[src/rtl/drfi_pkg.sv]
package drfi_pkg;

  typedef enum logic [2:0] {
    ST_PAUSE,
    ST_IDLE,
    ST_SETUP,
    ST_ACTIVE,
    ST_PRECH
  } seqStateT;

  // strobes from control to datapath
  typedef struct packed {
    logic rasLow;
    logic casLow;
    logic rowStep;
    logic take;
    logic timerRun;
  } seqStrobeT;

endpackage

[src/rtl/drfi_ctrl.sv]
module drfi_ctrl
  import drfi_pkg::*;
#(
  parameter bit RAS_ONLY     = 1'b0,
  parameter int PAUSE_CYC    = 25000,
  parameter int SETUP_CYC    = 1,
  parameter int RAS_CYC      = 8,
  parameter int CAS_HOLD_CYC = 2,
  parameter int PRECH_CYC    = 5,
  parameter int WARM_CNT     = 8
) (
  input  logic      clk,
  input  logic      rstN,
  input  logic      refAck,
  input  logic      pendAny,
  output seqStrobeT strobe,
  output logic      refReq,
  output logic      busOwn,
  output logic      initDone
);

  localparam int LONG_A = (PAUSE_CYC > RAS_CYC) ? PAUSE_CYC : RAS_CYC;
  localparam int LONG_B = (PRECH_CYC > SETUP_CYC) ? PRECH_CYC : SETUP_CYC;
  localparam int LONGEST = (LONG_A > LONG_B) ? LONG_A : LONG_B;
  localparam int PH_W = $clog2(LONGEST + 1);
  localparam int WARM_W = $clog2(WARM_CNT + 1);

  seqStateT          state, nextState;
  logic [PH_W-1:0]   phCnt;
  logic [WARM_W-1:0] warmCnt;
  logic              initQ;
  int                limit;
  logic              phLast, endRef, warmLast, startIdle, casLowW;

  always_comb begin
    case (state)
      ST_PAUSE:  limit = PAUSE_CYC;
      ST_SETUP:  limit = SETUP_CYC;
      ST_ACTIVE: limit = RAS_CYC;
      ST_PRECH:  limit = PRECH_CYC;
      default:   limit = 1;
    endcase
  end

  assign phLast    = (phCnt == PH_W'(limit - 1));
  assign endRef    = (state == ST_PRECH) && phLast;
  assign warmLast  = (warmCnt == WARM_W'(WARM_CNT - 1));
  assign startIdle = (state == ST_IDLE) && pendAny && refAck;

  always_comb begin
    nextState = state;
    case (state)
      ST_PAUSE:  if (phLast) nextState = ST_SETUP;
      ST_IDLE:   if (startIdle) nextState = ST_SETUP;
      ST_SETUP:  if (phLast) nextState = ST_ACTIVE;
      ST_ACTIVE: if (phLast) nextState = ST_PRECH;
      ST_PRECH: begin
        if (phLast) begin
          if (!initQ) nextState = warmLast ? ST_IDLE : ST_SETUP;
          else        nextState = pendAny ? ST_SETUP : ST_IDLE;
        end
      end
      default:   nextState = ST_IDLE;
    endcase
  end

  always_ff @(posedge clk or negedge rstN) begin
    if (!rstN) begin
      state   <= ST_PAUSE;
      phCnt   <= '0;
      warmCnt <= '0;
      initQ   <= 1'b0;
    end else begin
      state <= nextState;
      if (nextState != state || state == ST_IDLE) phCnt <= '0;
      else                                        phCnt <= phCnt + 1'b1;
      if (endRef && !initQ) begin
        warmCnt <= warmCnt + 1'b1;
        if (warmLast) initQ <= 1'b1;
      end
    end
  end

  generate
    if (RAS_ONLY) begin : g_rowMode
      assign casLowW = 1'b0;
    end else begin : g_cbrMode
      assign casLowW = (state == ST_SETUP) ||
                       ((state == ST_ACTIVE) && (phCnt < PH_W'(CAS_HOLD_CYC)));
      // column strobe already low when the row strobe falls
      a_r3_cas_before_ras: assert property (@(posedge clk) disable iff (!rstN)
        $rose(strobe.rasLow) |-> $past(strobe.casLow));
    end
  endgenerate

  assign strobe.rasLow   = (state == ST_ACTIVE);
  assign strobe.casLow   = casLowW;
  assign strobe.rowStep  = endRef;
  assign strobe.take     = startIdle || (endRef && initQ && pendAny);
  assign strobe.timerRun = initQ;

  assign refReq   = (state == ST_IDLE) && pendAny;
  assign busOwn   = (state != ST_IDLE);
  assign initDone = initQ;

  a_r2_ready_sticky: assert property (@(posedge clk) disable iff (!rstN)
    initQ |=> initQ);
  a_r2_ready_after_prech: assert property (@(posedge clk) disable iff (!rstN)
    $rose(initQ) |-> $past(state) == ST_PRECH);
  a_r8_req_needs_ready: assert property (@(posedge clk) disable iff (!rstN)
    refReq |-> initDone);
  a_r9_grant_starts: assert property (@(posedge clk) disable iff (!rstN)
    (refReq && refAck) |=> (busOwn && !refReq && state == ST_SETUP));

endmodule

[src/rtl/drfi_dpath.sv]
module drfi_dpath
  import drfi_pkg::*;
#(
  parameter bit RAS_ONLY     = 1'b0,
  parameter int ROW_BITS     = 10,
  parameter int INTERVAL_CYC = 1950,
  parameter int MAX_DUE      = 4
) (
  input  logic                clk,
  input  logic                rstN,
  input  seqStrobeT           strobe,
  output logic                pendAny,
  output logic                rasN,
  output logic                casN,
  output logic                weN,
  output logic [ROW_BITS-1:0] addr
);

  localparam int TMR_W = $clog2(INTERVAL_CYC);
  localparam int DUE_W = $clog2(MAX_DUE + 1);

  logic [TMR_W-1:0]    tmr;
  logic [DUE_W-1:0]    due;
  logic [ROW_BITS-1:0] rowCnt;
  logic                tick;

  assign tick = strobe.timerRun && (tmr == TMR_W'(INTERVAL_CYC - 1));

  always_ff @(posedge clk or negedge rstN) begin
    if (!rstN)                 tmr <= '0;
    else if (!strobe.timerRun) tmr <= '0;
    else if (tick)             tmr <= '0;
    else                       tmr <= tmr + 1'b1;
  end

  always_ff @(posedge clk or negedge rstN) begin
    if (!rstN) due <= '0;
    else begin
      case ({tick, strobe.take})
        2'b10:   if (due != DUE_W'(MAX_DUE)) due <= due + 1'b1;
        2'b01:   due <= due - 1'b1;
        default: due <= due;
      endcase
    end
  end

  always_ff @(posedge clk or negedge rstN) begin
    if (!rstN)               rowCnt <= '0;
    else if (strobe.rowStep) rowCnt <= rowCnt + 1'b1;
  end

  assign pendAny = (due != '0);
  assign rasN    = ~strobe.rasLow;
  assign casN    = ~strobe.casLow;
  assign weN     = 1'b1;
  assign addr    = RAS_ONLY ? rowCnt : '0;

  a_r10_due_capped: assert property (@(posedge clk) disable iff (!rstN)
    due <= DUE_W'(MAX_DUE));
  a_r11_take_has_due: assert property (@(posedge clk) disable iff (!rstN)
    strobe.take |-> pendAny);
  a_r8_due_grows: assert property (@(posedge clk) disable iff (!rstN)
    (tick && !strobe.take && due < DUE_W'(MAX_DUE)) |=> due == $past(due) + 1'b1);
  a_r6_row_steps: assert property (@(posedge clk) disable iff (!rstN)
    strobe.rowStep |=> rowCnt == $past(rowCnt) + 1'b1);

endmodule

[src/rtl/dram_refresh_init.sv]
module dram_refresh_init #(
  parameter bit RAS_ONLY     = 1'b0,
  parameter int ROW_BITS     = 10,
  parameter int PAUSE_CYC    = 25000,
  parameter int INTERVAL_CYC = 1950,
  parameter int MAX_DUE      = 4,
  parameter int SETUP_CYC    = 1,
  parameter int RAS_CYC      = 8,
  parameter int CAS_HOLD_CYC = 2,
  parameter int PRECH_CYC    = 5
) (
  input  logic                clk,
  input  logic                rstN,
  input  logic                refAck,
  output logic                refReq,
  output logic                busOwn,
  output logic                initDone,
  output logic                rasN,
  output logic                casN,
  output logic                weN,
  output logic [ROW_BITS-1:0] addr
);

  drfi_pkg::seqStrobeT strobe;
  logic pendAny;

  drfi_ctrl #(
    .RAS_ONLY(RAS_ONLY), .PAUSE_CYC(PAUSE_CYC), .SETUP_CYC(SETUP_CYC),
    .RAS_CYC(RAS_CYC), .CAS_HOLD_CYC(CAS_HOLD_CYC), .PRECH_CYC(PRECH_CYC),
    .WARM_CNT(8)
  ) uCtrl (
    .clk(clk), .rstN(rstN), .refAck(refAck), .pendAny(pendAny),
    .strobe(strobe), .refReq(refReq), .busOwn(busOwn), .initDone(initDone)
  );

  drfi_dpath #(
    .RAS_ONLY(RAS_ONLY), .ROW_BITS(ROW_BITS),
    .INTERVAL_CYC(INTERVAL_CYC), .MAX_DUE(MAX_DUE)
  ) uDpath (
    .clk(clk), .rstN(rstN), .strobe(strobe), .pendAny(pendAny),
    .rasN(rasN), .casN(casN), .weN(weN), .addr(addr)
  );

  a_r12_released_idle: assert property (@(posedge clk) disable iff (!rstN)
    !busOwn |-> (rasN && casN));

endmodule

[config.mk]
export PLATFORM = sky130hd
export DESIGN_NAME = dram_refresh_init
export DESIGN_NICKNAME = d
export VERILOG_FILES = /design/src/rtl/drfi_pkg.sv /design/src/rtl/drfi_ctrl.sv /design/src/rtl/drfi_dpath.sv /design/src/rtl/dram_refresh_init.sv
export SDC_FILE = /design/constraint.sdc
export NUM_CORES = 1
export LEC_CHECK = 0
export BUFFER_PORTS_ARGS = -buffer_cell sky130_fd_sc_hd__buf_2
export CORE_MARGIN = 3
export CORE_UTILIZATION = 60
export DETAILED_ROUTE_END_ITERATION = 8
export PLACE_DENSITY = 0.82
export SLEW_MARGIN = 20
export SYNTH_ARGS = -nofsm -noshare
export SYNTH_HDL_FRONTEND = slang
export SYNTH_SLANG_ARGS = --single-unit
[constraint.sdc]
create_clock -name clk -period 5.7 [get_ports clk]
set_input_delay 0.285 -clock clk [delete_from_list [all_inputs] [get_ports clk]]
set_output_delay 0.285 -clock clk [all_outputs]
set_load 0.1 [all_outputs]
Word level (Yosys, flattened, before mapping)
Index checks and enable logic that the tools add are counted.
- bits in registers: 37
- output and inout bits: 16
- $add $sub $neg: 6
- magnitude comparators: 1
- equal/unequal tests: 13
- multiplexer cells: 15
- bitwise logic cells: 2
- reduce and logical (&&, ||, !) cells: 17
- operators with widths (cell ; count):
    one-hot mux 15 bit (3 select lines) ; 1
    two-way mux 11 bit ; 2
    two-way mux 3 bit ; 7
    adder 15 x 1 -> 15 bit, second input constant ; 1
    equality test 15 bit ; 1
    less-than comparator 15 x 2 -> 1 bit, second input constant ; 1
    two-way mux 15 bit ; 1
    one-hot mux 3 bit (5 select lines) ; 1
    subtractor 15 x 1 -> 15 bit, second input constant ; 1
    adder 11 x 1 -> 11 bit, second input constant ; 1
    equality test 11 bit, second input constant ; 1
    logical AND 1 bit ; 8
    equality test 3 x 2 -> 1 bit, second input constant ; 2
    one-hot mux 3 bit (2 select lines) ; 1
    adder 4 x 1 -> 4 bit, second input constant ; 1
    equality test 4 x 3 -> 1 bit, second input constant ; 1
    two-way mux 2 bit ; 2
    AND reduction 2 bit ; 2
    adder 3 x 1 -> 3 bit, second input constant ; 1
    equality test 3 x 1 -> 1 bit, second input constant ; 1
    equality test 3 bit, second input constant ; 1
    logical NOT 3 bit ; 1
    logical OR 1 bit ; 3
    inequality test 3 x 1 -> 1 bit, second input constant ; 1
    other kinds (10) ; 11

Longest topological paths before layout
- word-level depth: 11
- mapped depth: 11
- depth with buffers taken out: 9

Hierarchy
Synthesis repeated with hierarchy kept, for this count alone.
- cell total of the unflattened synthesis: 248
- area, all modules: 2298.5 µm²
- modules (own cells, without submodules) (module ; instances ; cells each ; area each (µm²) ; sequential area each (µm²)):
    drfi_ctrl ; 1 ; 153 ; 1396.3 ; 575.6
    drfi_dpath ; 1 ; 95 ; 902.1 ; 350.3

Least setup slack after synthesis
Ideal clock, no wire load.
- path type: register -> register
- from: reg uCtrl.state[0]
- to: reg uDpath.due[2]
- library setup time: 87 ps
- arrival: 4183 ps
- setup slack: 1430 ps
- cell stages (with the launch flop): 11
- buffers on the path: 2
- cells stage by stage: dfrtp_1 buf_2 or3b_2 nor2_1 and2_1 a21o_1 buf_4 nand2_1 fa_1 or3_1 a22oi_1
- elaborated cells on any way between the ends: 19
- classes of those cells: add/sub: 1; eq/ne: 7; mux: 2; reduce/logical: 9
- RTL lines (element ; RTL line ; source):
    start, declared ; drfi_ctrl.sv:28 ; seqStateT state, nextState;
    start signal, assigned ; drfi_ctrl.sv:74 ; state <= nextState;
    equality test 3 x 1 -> 1 bit * ; - ;
    logical AND 1 bit * ; - ;
    via refReq ; dram_refresh_init.sv:15 ; output logic refReq,
    logical AND 1 bit * ; drfi_ctrl.sv:48 ; assign startIdle = (state == ST_IDLE) && pendAny && refAck;
    logical OR 1 bit * ; drfi_ctrl.sv:99 ; assign strobe.take = startIdle || (endRef && initQ && pendAny);
    equality test 2 bit or equality test 2 x 1 -> 1 bit (tied branches) ; drfi_dpath.sv:39 ; case ({tick, strobe.take})
    inequality test 2 x 1 -> 1 bit (no source line) or nonzero test 2 bit (tied branches) ; - ;
    AND reduction 2 bit (no source line) ; - ;
    end signal, assigned ; drfi_dpath.sv:40 ; 2'b10: if (due != DUE_W'(MAX_DUE)) due <= due + 1'b1;
    end signal, assigned ; drfi_dpath.sv:41 ; 2'b01: due <= due - 1'b1;
    end signal, assigned ; drfi_dpath.sv:42 ; default: due <= due;
    end, declared ; drfi_dpath.sv:23 ; logic [DUE_W-1:0] due;
Mark *: on every way through the listed nets, which the timed path passes. The rest lies on a longest branch.
A chain may end at the register's enable or synchronous reset.

Final worst setup path
- from: reg uCtrl.phCnt[9]
- to: reg uDpath.due[2]
- cells in the longest elaborated chain, start to end: 8
- elaborated cells on any way between the ends: 11
- classes of those cells: eq/ne: 4; mux: 1; reduce/logical: 6
- ends and longest elaborated chain (element ; RTL line ; source):
    start, declared ; drfi_ctrl.sv:29 ; logic [PH_W-1:0] phCnt;
    start signal, assigned ; drfi_ctrl.sv:76 ; else phCnt <= phCnt + 1'b1;
    equality test 15 bit * ; drfi_ctrl.sv:45 ; assign phLast = (phCnt == PH_W'(limit - 1));
    logical AND 1 bit * ; drfi_ctrl.sv:46 ; assign endRef = (state == ST_PRECH) && phLast;
    logical AND 1 bit * (2 in a row) ; drfi_ctrl.sv:99 ;
    logical OR 1 bit * ; drfi_ctrl.sv:99 ;
    equality test 2 bit or equality test 2 x 1 -> 1 bit (tied branches) ; drfi_dpath.sv:39 ;
    inequality test 2 x 1 -> 1 bit (no source line) or nonzero test 2 bit (tied branches) ; - ;
    AND reduction 2 bit (no source line) ; - ;
Every way passes the cells marked *; elsewhere a longest branch is shown, timed or not.

==> flow_metrics.py <==
metrics = {
    "synth": {
        "synth_warnings": 0,
        "synth_top_area_share": 0.423,
        "avgSynthCellArea_um2": 9.36,
        "ys_top_cells_by_area": "dfrtp_1 42%, nor2_1 5.8%, xor2_1 5.6%, xnor2_1 5.2%, buf_4 4.5%",
        "syn_area_um2": 2190,
        "synth_edf_count": 0,
        "synth-seq-cells": 37,
        "synth_cells": 234,
        "synth_area_leader_cell": "dfrtp_1",
        "synth_ff_type": "dfrtp_1",
        "synth.distinct_cells": 49,
        "async_flop_share": 1.00,
        "seq_area_frac_synth": 0.423,
    },
    "grt": {
        "track_usage": 0.191,
        "grt_max_degree": 38,
        "gr-total-overflow": 0,
        "antenna_found_initial": 0,
        "grt_pass1_wl_um": 6390,
        "grt_pass1_vias": 1437,
    },
    "sta": {
        "slew_viol_final": 0,
        "post-route-period-util": 0.533,
        "tns_ns": 0,
        "rsz0062_at_grt": "no",
        "tightest_slew_ns": 0.789,
        "finalHoldViolCount": 8,
        "setup_slack_ns": 2.66,
        "fmax_ghz": 0.329,
        "clock-skew-final_ns": 0.0129,
        "hold_slack_ns": -0.00583,
        "relSlewSlack": 0.474,
        "setup_viol": 0,
        "layout_min_cycle_time_ns": 3.04,
    },
    "route": {
        "postRouteAntennaNets": 0,
        "wl_per_cell_um": 13.0,
        "drc_errors": 0,
        "vias": 1561,
        "drtIter0Drc": 206,
        "wl_um": 3670,
        "dr.pass1.iters": 4,
        "viasPerCell": 5.52,
    },
    "die": {
        "initial_core_util": 0.641,
        "rows": 21,
        "die_x_um": 66.4,
        "die_y_um": 66.4,
        "fp.coreArea_um2": 3420,
        "die-area_um2": 4410,
        "io_pins": 19,
    },
    "worst_setup_path": {
        "path_buf_inv": 0,
        "crit_chain": "or4_4 -> nor4_4 -> nor4b_1 -> a21o_1 -> nand2_1 -> fa_1 -> or3_1 -> a22oi_1",
        "crit_slowest_cell": "or4_4",
        "slowest_delay_ns": 0.56,
        "crit_type": "reg -> reg",
        "critPathArrivalTime_ns": 3.32,
        "crit_family": "simple AND/OR/NAND/NOR gates",
        "critPathCaptureType": "flop",
        "cp_max_fo": 9,
        "cp-start-kind": "flop",
        "cp.required_ns": 5.98,
    },
    "clock_tree": {
        "cts.sinks": 37,
        "cts_setup_buffers": 0,
        "cts_buffer_depth": 2,
        "cts_hold_buf": 0,
        "clockRootBuffer": "clkbuf_4",
        "insertion_delay_ns": 0.36,
        "cts_max_level": 2,
        "cts.repair.resized": 0,
        "cts_buffers": 5,
        "cts_tree": "yes",
        "clk_pin_slew_ns": 0.12,
    },
    "status": {
        "status": "finished, violations left",
        "failed_checks": "hold timing",
    },
    "layout": {
        "n_antenna_cell": 0,
        "drive_above_1_share": 0.101,
        "fill_cells": 267,
        "area_growth_pct": 1.88,
        "postLayoutCoreUtil": 0.653,
        "layout_common_cells": "37 x dfrtp_1, 34 x nor2_1, 16 x nand2_1, 16 x nand3_1",
        "nNetsFinal": 244,
        "mostFrequentLayoutCell": "dfrtp_1",
    },
    "power": {
        "pwr_density_cell_nw_per_um2": 194,
        "peakVddDrop_uv": 171,
        "leakage_nw": 0.994,
    },
    "worst_hold_path": {
        "hp-class": "in -> async",
    },
    "placed_design": {
        "gp_congestion": 0.827,
        "hpwl_um": 2630,
        "pre_cts_ws_ns": 2.69,
        "io_buffers": 7,
    },
    "flow_run": {
        "cap_violations": 0,
    },
}
## sequential cells by signal (all words and copies together), names as in the netlist
name            count
uCtrl.state         3
uCtrl.initDone      1
uCtrl.phCnt        15
uDpath.due          3
uCtrl.warmCnt       4
uDpath.tmr         11
## Yosys cell counts (2+ instances only)
library cell and number:
dfrtp_1 37, nor2_1 34, nand2_1 16, nand3_1 16
and3_1 14, xor2_1 14, buf_4 13, xnor2_1 13
a21oi_1 7, inv_1 6, buf_2 4, ha_1 4
nand4_1 4, nor3_1 4, or3_1 4, a21o_1 3
clkbuf_1 3, o21ai_0 3, and2_1 2, conb_1 2
mux2i_1 2, nand3b_1 2
## cell type report
| cell class | count | area [um2] | share of cell area |
|---|---|---|---|
| Tap cell | 46 | 57.6 | 0.0258 |
| Timing Repair Buffer | 7 | 35.0 | 0.0157 |
| Clock buffer | 5 | 37.5 | 0.0168 |
| Inverter | 6 | 22.5 | 0.0101 |
| Multi-Input combinational cell | 179 | 1140 | 0.509 |
| Clock inverter | 3 | 17.5 | 0.00785 |
| Sequential cell | 37 | 926 | 0.415 |
## logic make-up after synthesis
logic type	after synthesis	synth area share
flip-flops	37	0.423
XOR/XNOR	27	0.108
multiplexers	4	0.0211
buffers and inverters	27	0.0742
adder cells (fa/ha/maj)	5	0.0320
AND/OR/NAND/NOR	107	0.257
AO/OA/AOI/OAI	25	0.0817
other	2	0.00343
## through the flow
step,hold WS [ns],cell area (um2),total power [mW],std cells
final,-0.00583,2230,0.434,283
after global routing,0.0586,2230,0.455,283
after CTS,0.0256,2230,0.439,283
after detailed placement,0.418,2180,0.305,275
after global placement,0.416,2180,0.305,275
after floorplan,-0.0106,2220,0.305,243
## final timing paths
check	start	end	slack [ns]	cells after the start
max reg2reg	uCtrl.phCnt[9]$_DFF_PN0_	uDpath.due[2]$_DFFE_PN0P_	2.66	8
min	rstN	uDpath.tmr[7]$_DFF_PN0_	-0.006	1
max	uCtrl.phCnt[9]$_DFF_PN0_	uDpath.due[2]$_DFFE_PN0P_	2.66	8
min in group clk	refAck	uCtrl.state[1]$_DFF_PN0_	0.18	3
min reg2reg	uCtrl.warmCnt[3]$_DFFE_PN0P_	uCtrl.warmCnt[3]$_DFFE_PN0P_	0.48	1
max in group asynchronous	rstN	uCtrl.phCnt[10]$_DFF_PN0_	5.20	1
## power by group
group	leakage [nW]	internal, mW	total, mW	switching (mW)
Combinational	0.482	0.000500	0.0368	0.0363
Clock	0.0310	0.0464	0.135	0.0884
Sequential	0.481	0.262	0.262	0
## routing by layer
| layer | global-route usage | part of all wire | vias up |
|---|---|---|---|
| met3 | 0.0612 | 0.038 | 6 |
| met1 | 0.267 | 0.50 | 743 |
| met2 | 0.283 | 0.45 | 23 |
| li1 | - | - | 789 |
| met5 | 0 | 0 | - |
| met4 | 0.0533 | 0.013 | 0 |
No activity file was read; power rests on OpenSTA's default activity.
